## config.mk

```make
export PLATFORM = sky130hd
export DESIGN_NAME = pwr_seq_supervisor
export DESIGN_NICKNAME = d
export VERILOG_FILES = /design/src/rtl/pseq_pkg.sv /design/src/rtl/pseq_sync.sv /design/src/rtl/pseq_tick.sv /design/src/rtl/pseq_timer.sv /design/src/rtl/pwr_seq_supervisor.sv
export SDC_FILE = /design/constraint.sdc
export NUM_CORES = 1
export LEC_CHECK = 0
export ABC_AREA = 1
export BUFFER_PORTS_ARGS = -buffer_cell sky130_fd_sc_hd__buf_2
export CORE_MARGIN = 1.5
export CORE_UTILIZATION = 65
export CTS_BUF_LIST = sky130_fd_sc_hd__clkbuf_4
export CTS_CLUSTER_DIAMETER = 200
export DETAILED_ROUTE_END_ITERATION = 8
export GPL_ROUTABILITY_DRIVEN = 0
export PLACE_DENSITY_LB_ADDON = 0.25
export SYNTH_ARGS = -nofsm -noshare
export SYNTH_HDL_FRONTEND = slang
export SYNTH_SLANG_ARGS = --single-unit
```

## constraint.sdc

```tcl
create_clock -name clk -period 4.3 [get_ports clk]
set_clock_uncertainty 0.2 [all_clocks]
set_input_delay 1.29 -clock clk [delete_from_list [all_inputs] [get_ports clk]]
set_output_delay 1.29 -clock clk [all_outputs]
set_load 0.02 [all_outputs]
```

## src/rtl/pseq_pkg.sv

```systemverilog
package pseq_pkg;

  typedef enum logic [2:0] {
    ST_IDLE         = 3'd0,
    ST_PRE_START    = 3'd1,
    ST_PRE_SETTLE   = 3'd2,
    ST_STAGE2_WAIT  = 3'd3,
    ST_RUN          = 3'd4,
    ST_STAGE2_DRAIN = 3'd5,
    ST_LOCKOUT      = 3'd6
  } pseq_state_e;

  localparam int NUM_STATES = 7;

  // Positions of the flags in the synchroniser vector
  localparam int FL_REMOTE_N = 0;
  localparam int FL_VOUT_LOW = 1;
  localparam int FL_PULSE    = 2;
  localparam int FL_WINDOW   = 3;
  localparam int FL_BULK     = 4;
  localparam int FL_UV       = 5;
  localparam int FL_OTP      = 6;
  localparam int FL_LATCH    = 7;
  localparam int FL_PFAULT   = 8;
  localparam int NUM_FLAGS   = 9;

endpackage

```

## src/rtl/pseq_sync.sv

```systemverilog
module pseq_sync #(
  parameter int          WIDTH   = 4,
  parameter int          STAGES  = 2,
  parameter logic [WIDTH-1:0] RST_VAL = '0
) (
  input  logic             clk,
  input  logic             rst_n,
  input  logic [WIDTH-1:0] async_i,
  output logic [WIDTH-1:0] sync_o
);

  logic [STAGES-1:0][WIDTH-1:0] chain_q;

  genvar s;
  generate
    for (s = 0; s < STAGES; s++) begin : g_stage
      if (s == 0) begin : g_first
        always_ff @(posedge clk or negedge rst_n) begin
          if (!rst_n) chain_q[0] <= RST_VAL;
          else        chain_q[0] <= async_i;
        end
      end else begin : g_next
        always_ff @(posedge clk or negedge rst_n) begin
          if (!rst_n) chain_q[s] <= RST_VAL;
          else        chain_q[s] <= chain_q[s-1];
        end
      end
    end
  endgenerate

  assign sync_o = chain_q[STAGES-1];

endmodule

```

## src/rtl/pseq_tick.sv

```systemverilog
module pseq_tick #(
  parameter int CLK_PER_MS = 125000
) (
  input  logic clk,
  input  logic rst_n,
  output logic tick_o
);

  localparam int CW = (CLK_PER_MS > 2) ? $clog2(CLK_PER_MS) : 1;
  localparam logic [CW-1:0] LAST = CW'(CLK_PER_MS - 1);

  logic [CW-1:0] cnt_q, cnt_d;
  logic          tick_q, tick_d;

  always_comb begin
    if (cnt_q == LAST) begin
      cnt_d  = '0;
      tick_d = 1'b1;
    end else begin
      cnt_d  = cnt_q + 1'b1;
      tick_d = 1'b0;
    end
  end

  always_ff @(posedge clk or negedge rst_n) begin
    if (!rst_n) begin
      cnt_q  <= '0;
      tick_q <= 1'b0;
    end else begin
      cnt_q  <= cnt_d;
      tick_q <= tick_d;
    end
  end

  assign tick_o = tick_q;

  // tick is a single-cycle pulse
  a_r5_tick_single: assert property (@(posedge clk) disable iff (!rst_n)
    tick_q |=> !tick_q);

endmodule

```

## src/rtl/pseq_timer.sv

```systemverilog
module pseq_timer #(
  parameter int LIMIT_MS = 20
) (
  input  logic clk,
  input  logic rst_n,
  input  logic arm_i,
  input  logic tick_i,
  output logic done_o
);

  localparam int TW = $clog2(LIMIT_MS + 1);
  localparam logic [TW-1:0] LIMIT = TW'(LIMIT_MS);

  logic [TW-1:0] cnt_q, cnt_d;

  always_comb begin
    cnt_d = cnt_q;
    if (!arm_i)
      cnt_d = '0;
    else if (tick_i && (cnt_q != LIMIT))
      cnt_d = cnt_q + 1'b1;
  end

  always_ff @(posedge clk or negedge rst_n) begin
    if (!rst_n) cnt_q <= '0;
    else        cnt_q <= cnt_d;
  end

  assign done_o = arm_i && (cnt_q == LIMIT);

  // count never passes its limit
  a_r8_cnt_bound: assert property (@(posedge clk) disable iff (!rst_n)
    cnt_q <= LIMIT);

  // losing the arming condition restarts the count
  a_r8_disarm_clears: assert property (@(posedge clk) disable iff (!rst_n)
    !arm_i |=> (cnt_q == '0));

endmodule

```

## src/rtl/pwr_seq_supervisor.sv

```systemverilog
module pwr_seq_supervisor
  import pseq_pkg::*;
#(
  parameter int CLK_PER_MS = 125000,
  parameter int DLY2_MS    = 20,
  parameter int DRAIN_MS   = 5,
  parameter int ABN_MS     = 1000
) (
  input  logic                  clk,
  input  logic                  rst_n,
  input  logic                  remote_en_n,
  input  logic                  vout_low,
  input  logic                  pre_drive_pulse,
  input  logic                  ctrl_out_of_window,
  input  logic                  bulk_good,
  input  logic                  supply_uv,
  input  logic                  over_temp,
  input  logic                  fault_latch,
  input  logic                  pre_fault,
  output logic                  pre_en,
  output logic                  res_en,
  output logic                  pg_out_n,
  output logic [NUM_STATES-1:0] state_oh
);

  localparam logic [NUM_FLAGS-1:0] FLAG_RST =
    NUM_FLAGS'((1 << FL_REMOTE_N) | (1 << FL_VOUT_LOW));

  logic [NUM_FLAGS-1:0] raw_flags, sflags;
  logic tick;
  logic grand_rst, pre_active;
  logic dly_done, drain_done, abn_done;
  logic arm_dly, arm_drain, arm_abn;

  pseq_state_e state_q, state_d;
  logic pre_en_q, res_en_q, pg_n_q;

  assign raw_flags[FL_REMOTE_N] = remote_en_n;
  assign raw_flags[FL_VOUT_LOW] = vout_low;
  assign raw_flags[FL_PULSE]    = pre_drive_pulse;
  assign raw_flags[FL_WINDOW]   = ctrl_out_of_window;
  assign raw_flags[FL_BULK]     = bulk_good;
  assign raw_flags[FL_UV]       = supply_uv;
  assign raw_flags[FL_OTP]      = over_temp;
  assign raw_flags[FL_LATCH]    = fault_latch;
  assign raw_flags[FL_PFAULT]   = pre_fault;

  pseq_sync #(.WIDTH(NUM_FLAGS), .STAGES(2), .RST_VAL(FLAG_RST)) i_sync (
    .clk     (clk),
    .rst_n   (rst_n),
    .async_i (raw_flags),
    .sync_o  (sflags)
  );

  pseq_tick #(.CLK_PER_MS(CLK_PER_MS)) i_tick (
    .clk    (clk),
    .rst_n  (rst_n),
    .tick_o (tick)
  );

  assign grand_rst  = sflags[FL_REMOTE_N] | sflags[FL_UV] | sflags[FL_OTP];
  assign pre_active = (state_q == ST_PRE_START) || (state_q == ST_PRE_SETTLE) ||
                      (state_q == ST_STAGE2_WAIT) || (state_q == ST_RUN);

  assign arm_dly   = (state_q == ST_STAGE2_WAIT);
  assign arm_drain = (state_q == ST_STAGE2_DRAIN);
  assign arm_abn   = pre_active && sflags[FL_WINDOW];

  pseq_timer #(.LIMIT_MS(DLY2_MS)) i_tmr_dly (
    .clk (clk), .rst_n (rst_n), .arm_i (arm_dly), .tick_i (tick), .done_o (dly_done)
  );

  pseq_timer #(.LIMIT_MS(DRAIN_MS)) i_tmr_drain (
    .clk (clk), .rst_n (rst_n), .arm_i (arm_drain), .tick_i (tick), .done_o (drain_done)
  );

  pseq_timer #(.LIMIT_MS(ABN_MS)) i_tmr_abn (
    .clk (clk), .rst_n (rst_n), .arm_i (arm_abn), .tick_i (tick), .done_o (abn_done)
  );

  // Next-state decode
  always_comb begin
    state_d = state_q;
    if (grand_rst) begin
      state_d = ST_IDLE;
    end else if (sflags[FL_LATCH] || abn_done) begin
      state_d = ST_LOCKOUT;
    end else begin
      unique case (state_q)
        ST_IDLE:
          if (!sflags[FL_PFAULT]) state_d = ST_PRE_START;
        ST_PRE_START:
          if (sflags[FL_PFAULT])     state_d = ST_IDLE;
          else if (sflags[FL_PULSE]) state_d = ST_PRE_SETTLE;
        ST_PRE_SETTLE:
          if (sflags[FL_PFAULT])         state_d = ST_IDLE;
          else if (!sflags[FL_VOUT_LOW]) state_d = ST_STAGE2_WAIT;
        ST_STAGE2_WAIT:
          if (sflags[FL_PFAULT]) state_d = ST_IDLE;
          else if (dly_done)     state_d = ST_RUN;
        ST_RUN:
          if (sflags[FL_PFAULT]) state_d = ST_STAGE2_DRAIN;
        ST_STAGE2_DRAIN:
          if (drain_done) state_d = ST_IDLE;
        ST_LOCKOUT:
          state_d = ST_LOCKOUT;
        default:
          state_d = ST_IDLE;
      endcase
    end
  end

  // State and registered output decode
  always_ff @(posedge clk or negedge rst_n) begin
    if (!rst_n) begin
      state_q  <= ST_IDLE;
      pre_en_q <= 1'b0;
      res_en_q <= 1'b0;
      pg_n_q   <= 1'b1;
    end else begin
      state_q  <= state_d;
      pre_en_q <= (state_d == ST_PRE_START) || (state_d == ST_PRE_SETTLE) ||
                  (state_d == ST_STAGE2_WAIT) || (state_d == ST_RUN);
      res_en_q <= (state_d == ST_RUN) || (state_d == ST_STAGE2_DRAIN);
      pg_n_q   <= !((state_d == ST_RUN) && sflags[FL_BULK]);
    end
  end

  assign pre_en   = pre_en_q;
  assign res_en   = res_en_q;
  assign pg_out_n = pg_n_q;
  assign state_oh = NUM_STATES'(1) << state_q;

  // synchronised remote disable empties both stages next edge
  a_r2_remote_off: assert property (@(posedge clk) disable iff (!rst_n)
    sflags[FL_REMOTE_N] |=> (state_q == ST_IDLE) && !pre_en_q && !res_en_q);

  // resonant stage only ever starts out of the delay state
  a_r5_start_from_wait: assert property (@(posedge clk) disable iff (!rst_n)
    $rose(res_en_q) |-> ($past(state_q) == ST_STAGE2_WAIT));

  // power-good only asserted with both stages on
  a_r6_pg_with_stages: assert property (@(posedge clk) disable iff (!rst_n)
    !pg_n_q |-> (pre_en_q && res_en_q));

  // lockout holds without a grand reset
  a_r9_lockout_hold: assert property (@(posedge clk) disable iff (!rst_n)
    (state_q == ST_LOCKOUT) && !grand_rst |=> (state_q == ST_LOCKOUT));

  // pre-regulator fault before run goes straight to idle
  a_r11_early_fault: assert property (@(posedge clk) disable iff (!rst_n)
    ((state_q == ST_PRE_START) || (state_q == ST_PRE_SETTLE) ||
     (state_q == ST_STAGE2_WAIT)) && sflags[FL_PFAULT] && !grand_rst &&
    !sflags[FL_LATCH] && !abn_done |=> (state_q == ST_IDLE));

endmodule

```

==> impl_metrics.toml, run 1 <==
[cts]
ctsHoldBuffers = 0
ctsResizeCount = 0
clk_latency_ns = 0.40
cts_setup_buffers = 0
htree_num_levels = 3
cts-root-buf = "clkbuf_4"
cts_tree = "built"
clk_path_buf_depth = 2
cts_buffers = 9
cts.sinks = 60
clk_pin_slew_ns = 0.11

[grt]
grt_pass1_vias = 2225
grt_pass1_wl_mm = 9.78
grt_usage_pct = 26.2
antenna_found_initial = 0
grt_max_degree = 32
gr-total-overflow = 0

[sta]
fin_crit_sh_pct = 69.4
setup_viol = 0
fin_setup_tns_ns = 0
rsz0062_at_grt = "false"
period_needed_ns = 2.99
slew_viol_final = 0
finalHoldViolCount = 0
hold_ws_ns = 0.147
relSlewSlack_pct = 55.4
worst_pin_slew_ns = 0.668
fmax_mhz = 335

[setup_path]
reg2reg_to = "pre_en"
crit_path_end = "state_oh[3]"
path_max_fanout = 8
r2r_cells = 10
crit_start = "state_q[1]"
rrSetupSlack_ns = 2.36
required_ns = 2.81
critPathKind = "register to output port"
setup.worst_path.end_class = "output port"
r2r_start = "state_q[0]"
start_kind = "register"
worstPathArrival_ns = 1.50

[min_path]
holdCritPathClass = "register to register"

[route]
routed_via_density = 5.34
drt_iter0_markers = 124
ant_nets = 0
wirelength_mm = 5.49
num_vias = 2249
route.detailed.wl_per_inst_um = 13.0
firstDrtPassIters = 5
drc = 0

[placed_design]
hpwl_mm = 3.98
io_buffers = 20

[run_status]
status = "complete, no violations"

[floorplan]
ioPinCount = 21
initial_core_util_pct = 69.8
die_h_um = 69.5
core_area_um2 = 4120
placement_rows = 23
fp.dieW_um = 69.5
floorplan.die_area_um2 = 4830

[yosys]
synthesis.nets = 354
yosysSeqAreaShare_pct = 52.5
synth_area_per_cell_um2 = 8.55
yosysUniqueCellTypes = 29
synth_warnings = 0
synth_seq_cells = 60
syn-cell-area_um2 = 2870
syn_inst = 336

[finish]
area_growth_pct = 11.4
fillers = 309
layout_commonest_cell = "nand2_1"
final_cell_mix = "62 x nand2_1, 55 x inv_1, 55 x dfrtp_1, 36 x nor2_1, 23 x nand3_1"
final_nets = 384
drive_gt1_share_pct = 15.1
n_antenna_cell = 0

[flow_run]
maxCapViolCount = 0

[pwr]
p_leak_nw = 1.51
irDropWorstVdd_uv = 290
p_per_area_nw_per_um2 = 333
worst min path at each step:
stage	start	to	slack, ns	cells after the start
3_5_place_dp	i_sync.chain_q[6]	i_sync.sync_o[6]	0.13	0
3_3_place_gp	i_sync.chain_q[4]	i_sync.sync_o[4]	0.13	0
4_1_cts	i_sync.chain_q[6]	i_sync.sync_o[6]	0.15	0
5_1_grt	i_sync.chain_q[6]	i_sync.sync_o[6]	0.17	0
6_report	i_sync.chain_q[6]	i_sync.sync_o[6]	0.15	0
2_1_floorplan	i_sync.chain_q[2]	i_sync.sync_o[2]	0.13	0
state kept, by name, summed over array words and instances (netlist names):
name / cells
i_tick.cnt_q: 17
i_tmr_abn.cnt_q: 10
i_sync.chain_q: 9
i_sync.sync_o: 9
i_tmr_dly.cnt_q: 5
i_tmr_drain.cnt_q: 3
state_q: 3
i_tick.tick_o: 1
pg_out_n: 1
pre_en: 1
res_en: 1
metrics by stage:
step                power [mW]  setup slack (ns)  util, %  cell area, µm²  cells
floorplan                0.603              1.76        -            2870    336
global placement         0.623              1.83     73.7            3030    405
detailed placement       0.625              1.79     73.7            3030    405
CTS                       1.08              1.31     77.8            3200    421
global route              1.11              1.20     77.8            3200    421
finish                    1.07              1.31     77.8            3200    421
final cells by class:
cell class                 count  area, µm²  area share, %
tap                           50       62.6           1.95
sequential                    60       1510           47.1
clock buffer                   9       67.6           2.11
clock inverter                 7        101           3.17
inverter                      56        210           6.57
multi-input combinational    218       1140           35.7
timing repair buffer          21        108           3.36
critical path, stage by stage, from the launching register on:
cell	delay [ns]
dfrtp_1	0.45
nand2_1	0.15
nor2_2	0.27
buf_2	0.23
synth_stat cells:
library cell / number / area (µm²)
nor2_2: 3 / 18.8
o21bai_1: 1 / 7.51
or2_2: 2 / 12.5
nand3_1: 23 / 115
a31oi_1: 1 / 6.26
o21a_1: 2 / 15.0
nor3_4: 1 / 16.3
nor3_1: 15 / 75.1
nor2_4: 1 / 11.3
nand2_2: 3 / 18.8
dfrtp_1: 55 / 1380
buf_4: 1 / 7.51
inv_1: 55 / 206
and3_1: 1 / 6.26
nor2_1: 36 / 135
ha_1: 7 / 87.6
nand2_1: 62 / 233
xnor2_1: 1 / 8.76
buf_2: 1 / 5.00
inv_2: 1 / 3.75
a21oi_1: 12 / 60.1
nand3b_1: 1 / 7.51
nor3_2: 2 / 20.0
xor2_1: 13 / 114
nand4_1: 9 / 56.3
o21ai_0: 18 / 90.1
dfstp_2: 5 / 131
nor4_1: 3 / 18.8
nand3_2: 1 / 10.0
per-layer routing:
| layer | global-route usage, % | share of wire [%] |
|---|---|---|
| met5 | 0 | 0 |
| met1 | 32.4 | 41 |
| met3 | 7.56 | 4.6 |
| met4 | 12.4 | 2.9 |
| met2 | 42.6 | 52 |
where the power goes:
part	total (mW)	switching, mW	internal (mW)	leakage (nW)
Clock	0.453	0.215	0.238	0.0823
Combinational	0.0337	0.0244	0.00921	0.656
Sequential	0.580	0.00487	0.575	0.773
cell families (layout without fill, tap and decap cells):
family	count (synthesis)	in the layout	synth area share, %
AOI/OAI and AO/OA	34	34	6.23
xor gates and xnor gates	14	14	4.27
adders and majority gates	7	7	3.05
buffers and inverters	58	93	7.75
DFF	60	60	52.5
and+or+nand+nor	163	163	26.3
Power figures use the tool's default switching activity.
==> run 2: changes to the inputs <==
CORE_UTILIZATION = 56   (was 65)
clock period = 2.4 ns   (was 4.3 ns; I/O delays follow)
==> run 2 against run 1 <==
Against the previous run:
- critical path depth grew 2
- global-route usage shrank 4.5 points
- routed wire length shrank 1.5%
- utilization shrank 11 points
- setup slack lost 1.3 ns
- cell area grew 1.2%
- power grew 71%
- first-iteration DRC count shrank 17%
- clock-buffer cell count is the same
- combinational power grew 93%
- cell count grew 4.3%
- register-to-register slack lost 1.9 ns
- largest cell class unchanged
==> impl_metrics.toml, run 2 (synthesized netlist as in run 1, its figures left out) <==
[run_status]
status = "complete, no violations"

[finish]
final_nets = 385
drive_gt1_share_pct = 16.9
top_regs = "i_tick.cnt_q x17, i_tmr_abn.cnt_q x10"
layout_commonest_cell = "nand2_1"
area_growth_pct = 12.7
final_cells = 439
layout.area.seq_um2 = 1510
design_area_um2 = 3240
largest_register_ffs = 17
multi_input_area_um2 = 1160
regMostFlops = "i_tick.cnt_q"
fillers = 409
final_cell_mix = "61 x nand2_1, 55 x inv_1, 53 x dfrtp_1, 33 x nor2_1, 23 x nand3_1"
n_antenna_cell = 0

[route]
drc = 0
firstDrtPassIters = 7
wirelength_mm = 5.41
drt_iter0_markers = 103
routed_via_density = 5.15
ant_nets = 0
route.detailed.wl_per_inst_um = 12.3
num_vias = 2263

[setup_path]
path_common_cell = "inv_1"
worstPathArrival_ns = 1.44
path_cells = "inv_1 -> nor2_2 -> inv_1 -> nor2_1 -> buf_2"
path_max_fanout = 6
slowest_delay_ns = 0.43
start_kind = "register"
setup.worst_path.end_class = "output port"
critPathSlowestCell = "dfrtp_2"
critPathKind = "register to output port"
required_ns = 1.48

[sta]
finalHoldViolCount = 0
relSlewSlack_pct = 68.6
worst_pin_slew_ns = 0.466
rsz0062_at_grt = "true"
slew_viol_final = 0
fmax_mhz = 423
fin_crit_sh_pct = 98.4
setup_viol = 0
period_needed_ns = 2.36

[pwr]
p_per_area_nw_per_um2 = 562
irDropWorstVdd_uv = 408
p_leak_nw = 1.52

[placed_design]
hpwl_mm = 3.83
placed_area_um2 = 3070
placedCellCount = 422
io_buffers = 20

[cts]
ctsHoldBuffers = 0
cts.sinks = 60
clk_latency_ns = 0.40
cts_tree = "built"
cts_buffers = 9
htree_num_levels = 3
clk_path_buf_depth = 2
clk_pin_slew_ns = 0.11
cts-root-buf = "clkbuf_4"

[grt]
grt_pass1_vias = 2156
grt_max_degree = 61
grt_usage_pct = 21.7
grt_pass1_wl_mm = 9.07
gr-total-overflow = 0
antenna_found_initial = 0

[floorplan]
initial_core_util_pct = 59.3
fp.dieW_um = 74.6
core_area_um2 = 4850
placement_rows = 25
die_h_um = 74.6
floorplan.die_area_um2 = 5570
ioPinCount = 21

[flow_run]
maxCapViolCount = 0

[min_path]
holdCritPathClass = "input port to asynchronous set/reset pin"
run 2: changes by cell type in the layout (fill, tap and decap cells not counted), sizes merged:
cell	previous run	this run
clkinvlp	2	1
buf	21	22
inv	56	58
bufinv	2	1
run 2: stage by stage:
step           setup WS (ns)  power [mW]  utilization (%)  setup TNS [ns]  hold slack (ns)
3_3_place_gp           0.508        1.12             63.2               0            0.132
2_1_floorplan          0.431        1.08                -               0            0.131
6_report              0.0382        1.82             66.8               0           0.0890
3_5_place_dp           0.471        1.12             63.2               0            0.137
5_1_grt              -0.0618        1.90             66.8          -0.161            0.101
4_1_cts              0.00643        1.84             66.1               0           0.0910
run 2: final cells by class:
type                    instances  share of cell area [%]
multi-input cells             218                    35.8
clock buffers                   9                    2.09
well taps                      67                    2.59
inverters                      56                    6.49
clock inverters                 7                    2.28
flip-flops and latches         60                    46.6
repair buffers                 22                    4.17
run 2: layer usage:
| layer | GRT usage, % | vias up | part of all wire (%) |
|---|---|---|---|
| met5 | 0 | - | 0 |
| met3 | 5.49 | 9 | 4.3 |
| met2 | 33.8 | 51 | 46 |
| li1 | - | 1137 | - |
| met1 | 28.5 | 1066 | 48 |
| met4 | 10.9 | 0 | 1.1 |
run 2: where the power goes:
part / total (mW) / switching [mW] / internal, mW
sequential: 1.04 / 0.00931 / 1.03
clock: 0.717 / 0.395 / 0.322
combinational: 0.0650 / 0.0446 / 0.0205
run 2: what timing repair did:
action / in CTS / in global routing
setup buffers: 0 / 1
resized for setup: 0 / 10
setup endpoints to repair: 0 / 5
hold endpoints to repair: 0 / 0
run 2: final timing paths:
check / slack (ns) / start / endpoint / depth (start not counted)
hold / removal: 0.09 / rst_n / i_tmr_abn.cnt_q[5] / 2
max in group asynchronous: 1.60 / rst_n / pg_out_n / 2
setup / recovery: 0.04 / state_q[1] / state_oh[2] / 5
setup reg to reg: 0.45 / i_tmr_abn.cnt_q[0] / i_tmr_abn.cnt_q[9] / 9
min in group clk: 0.16 / i_sync.chain_q[4] / i_sync.sync_o[4] / 0
hold reg to reg: 0.16 / i_sync.chain_q[4] / i_sync.sync_o[4] / 0
run 2: worst max-delay path, delay by kind of cell, from the launching register on:
family	cells	cell delay, ns
buffers and inverters	3	0.33
DFF	1	0.43
and+or+nand+nor	2	0.28
==> run 3: changes to the inputs <==
CORE_UTILIZATION = 26   (was 56)
==> run 3 against run 2 <==
Against the previous run:
- clock power rose by 8.6%
- global-route usage fell by 11 points
- die area rose by 110%
- setup slack improved by 0.055 ns
- routed wire length rose by 6.3%
- first-iteration DRC count rose by 14%
- clock-buffer cell count did not move
- fmax rose by 2.4%
- combinational power rose by 4.2%
- hold slack got worse by 0.022 ns
- critical path type unchanged
- critical endpoint is now state_oh[1]
- largest power group unchanged
- highest routed layer unchanged
==> impl_metrics.toml, run 3 (synthesized netlist as in run 1, its figures left out) <==
[pwr]
pwr-share-comb_pct = 3.6
power_mw = 1.89
p_int_mw = 1.39
clkPwrFrac_pct = 41.3
sequentialPowerShare_pct = 55.1
p_leak_nw = 1.52
p_sw_share_pct = 26.5
irDropWorstVdd_uv = 312
switchingPower_uw = 500
p_per_area_nw_per_um2 = 562

[finish]
n_antenna_cell = 0
final_nets = 388
top_regs = "i_tick.cnt_q x17, i_tmr_abn.cnt_q x10"
fin_util_pct = 31.1
drive_gt1_share_pct = 18.1
regMostFlops = "i_tick.cnt_q"
final_cell_mix = "62 x nand2_1, 53 x inv_1, 52 x dfrtp_1, 33 x nor2_1, 23 x nand3_1"
largest_register_ffs = 17
area_growth_pct = 16.7
layout_commonest_cell = "nand2_1"

[sta]
fmax_mhz = 433
worst_pin_slew_ns = 0.518
relSlewSlack_pct = 65.4
setup_ws_ns = 0.0930
setup_viol = 0
finalHoldViolCount = 0
period_needed_ns = 2.31
hold_ws_ns = 0.0665
fin_setup_tns_ns = 0
slew_viol_final = 0
rsz0062_at_grt = "true"
fin_crit_sh_pct = 96.1

[cts]
cts.sinks = 60
clk_pin_slew_ns = 0.12
cts_buffers = 9
htree_num_levels = 3
cts_tree = "built"
cts-root-buf = "clkbuf_4"
ctsHoldBuffers = 0
clk_latency_ns = 0.41
clk_path_buf_depth = 2

[grt]
antenna_found_initial = 0
grt_pass1_wl_mm = 9.73
grt_pass1_vias = 2163
gr-total-overflow = 0
grt_max_degree = 26
grt_usage_pct = 10.8

[placed_design]
hpwl_mm = 4.20
io_buffers = 20
post-place-ws_ns = 0.497

[route]
drc = 0
num_vias = 2245
wirelength_mm = 5.75
firstDrtPassIters = 4
route.detailed.wl_per_inst_um = 11.2
ant_nets = 0
routed_via_density = 4.36
drt_iter0_markers = 117

[floorplan]
placement_rows = 38
floorplan.die_area_um2 = 11700
ioPinCount = 21
die_h_um = 108
core_area_um2 = 10800
fp.dieW_um = 108
initial_core_util_pct = 26.6

[setup_path]
start_kind = "register"
worstPathArrival_ns = 1.39
path_max_fanout = 8
critPathKind = "register to output port"
r2r_cells = 9
setup.worst_path.end_class = "output port"
required_ns = 1.48

[run_status]
status = "complete, no violations"

[flow_run]
maxCapViolCount = 0

[min_path]
holdCritPathClass = "input port to asynchronous set/reset pin"
[run 3: worst paths after layout]
path                                 endpoint                from  slack (ns)
max in group asynchronous          state_q[0]               rst_n        1.42
setup / recovery                  state_oh[1]          state_q[2]        0.09
hold reg to reg              i_sync.sync_o[3]   i_sync.chain_q[3]        0.15
hold / removal              i_sync.chain_q[6]               rst_n        0.07
setup reg to reg           i_tmr_abn.cnt_q[9]  i_tmr_abn.cnt_q[0]        0.47
min in group clk             i_sync.sync_o[3]   i_sync.chain_q[3]        0.15
[run 3: area by class of cell]
type	instances	area (µm²)
clock buffer	9	67.6
clock inverter	7	81.3
fill	1123	7440
inverter	56	210
multi-input combinational	218	1150
sequential	60	1510
tap	140	175
timing repair buffer	25	158
[run 3: critical path: stages, from the launching register on]
cell,delay (ns)
dfrtp_2,0.49
nor3_1,0.27
buf_2,0.22
[run 3: power groups by stage]
stage	clock network (mW)	registers (mW)	logic, mW
finish	0.779	1.04	0.0677
global route	0.865	1.04	0.0774
CTS	0.811	1.04	0.0686
detailed placement	0	1.06	0.0687
global placement	0	1.06	0.0687
floorplan	0	1.06	0.0249
[run 3: repair_timing]
action	CTS	global route
endpoints found under the setup margin	0	6
buffers inserted	0	1
gates resized for setup	0	11
[run 3: through the flow]
stage,cells,area [µm²]
finish,515,3350
global route,515,3350
CTS,514,3330
detailed placement,498,3180
global placement,498,3180
floorplan,336,2870
[run 3: metal layers]
| layer | share of wire, % | GRT usage (%) | up-vias |
|---|---|---|---|
| li1 | - | - | 1142 |
| met1 | 51 | 14.2 | 1043 |
| met2 | 44 | 16.4 | 52 |
| met3 | 3.6 | 2.65 | 8 |
| met4 | 1.3 | 5.64 | 0 |
| met5 | 0 | 0 | - |
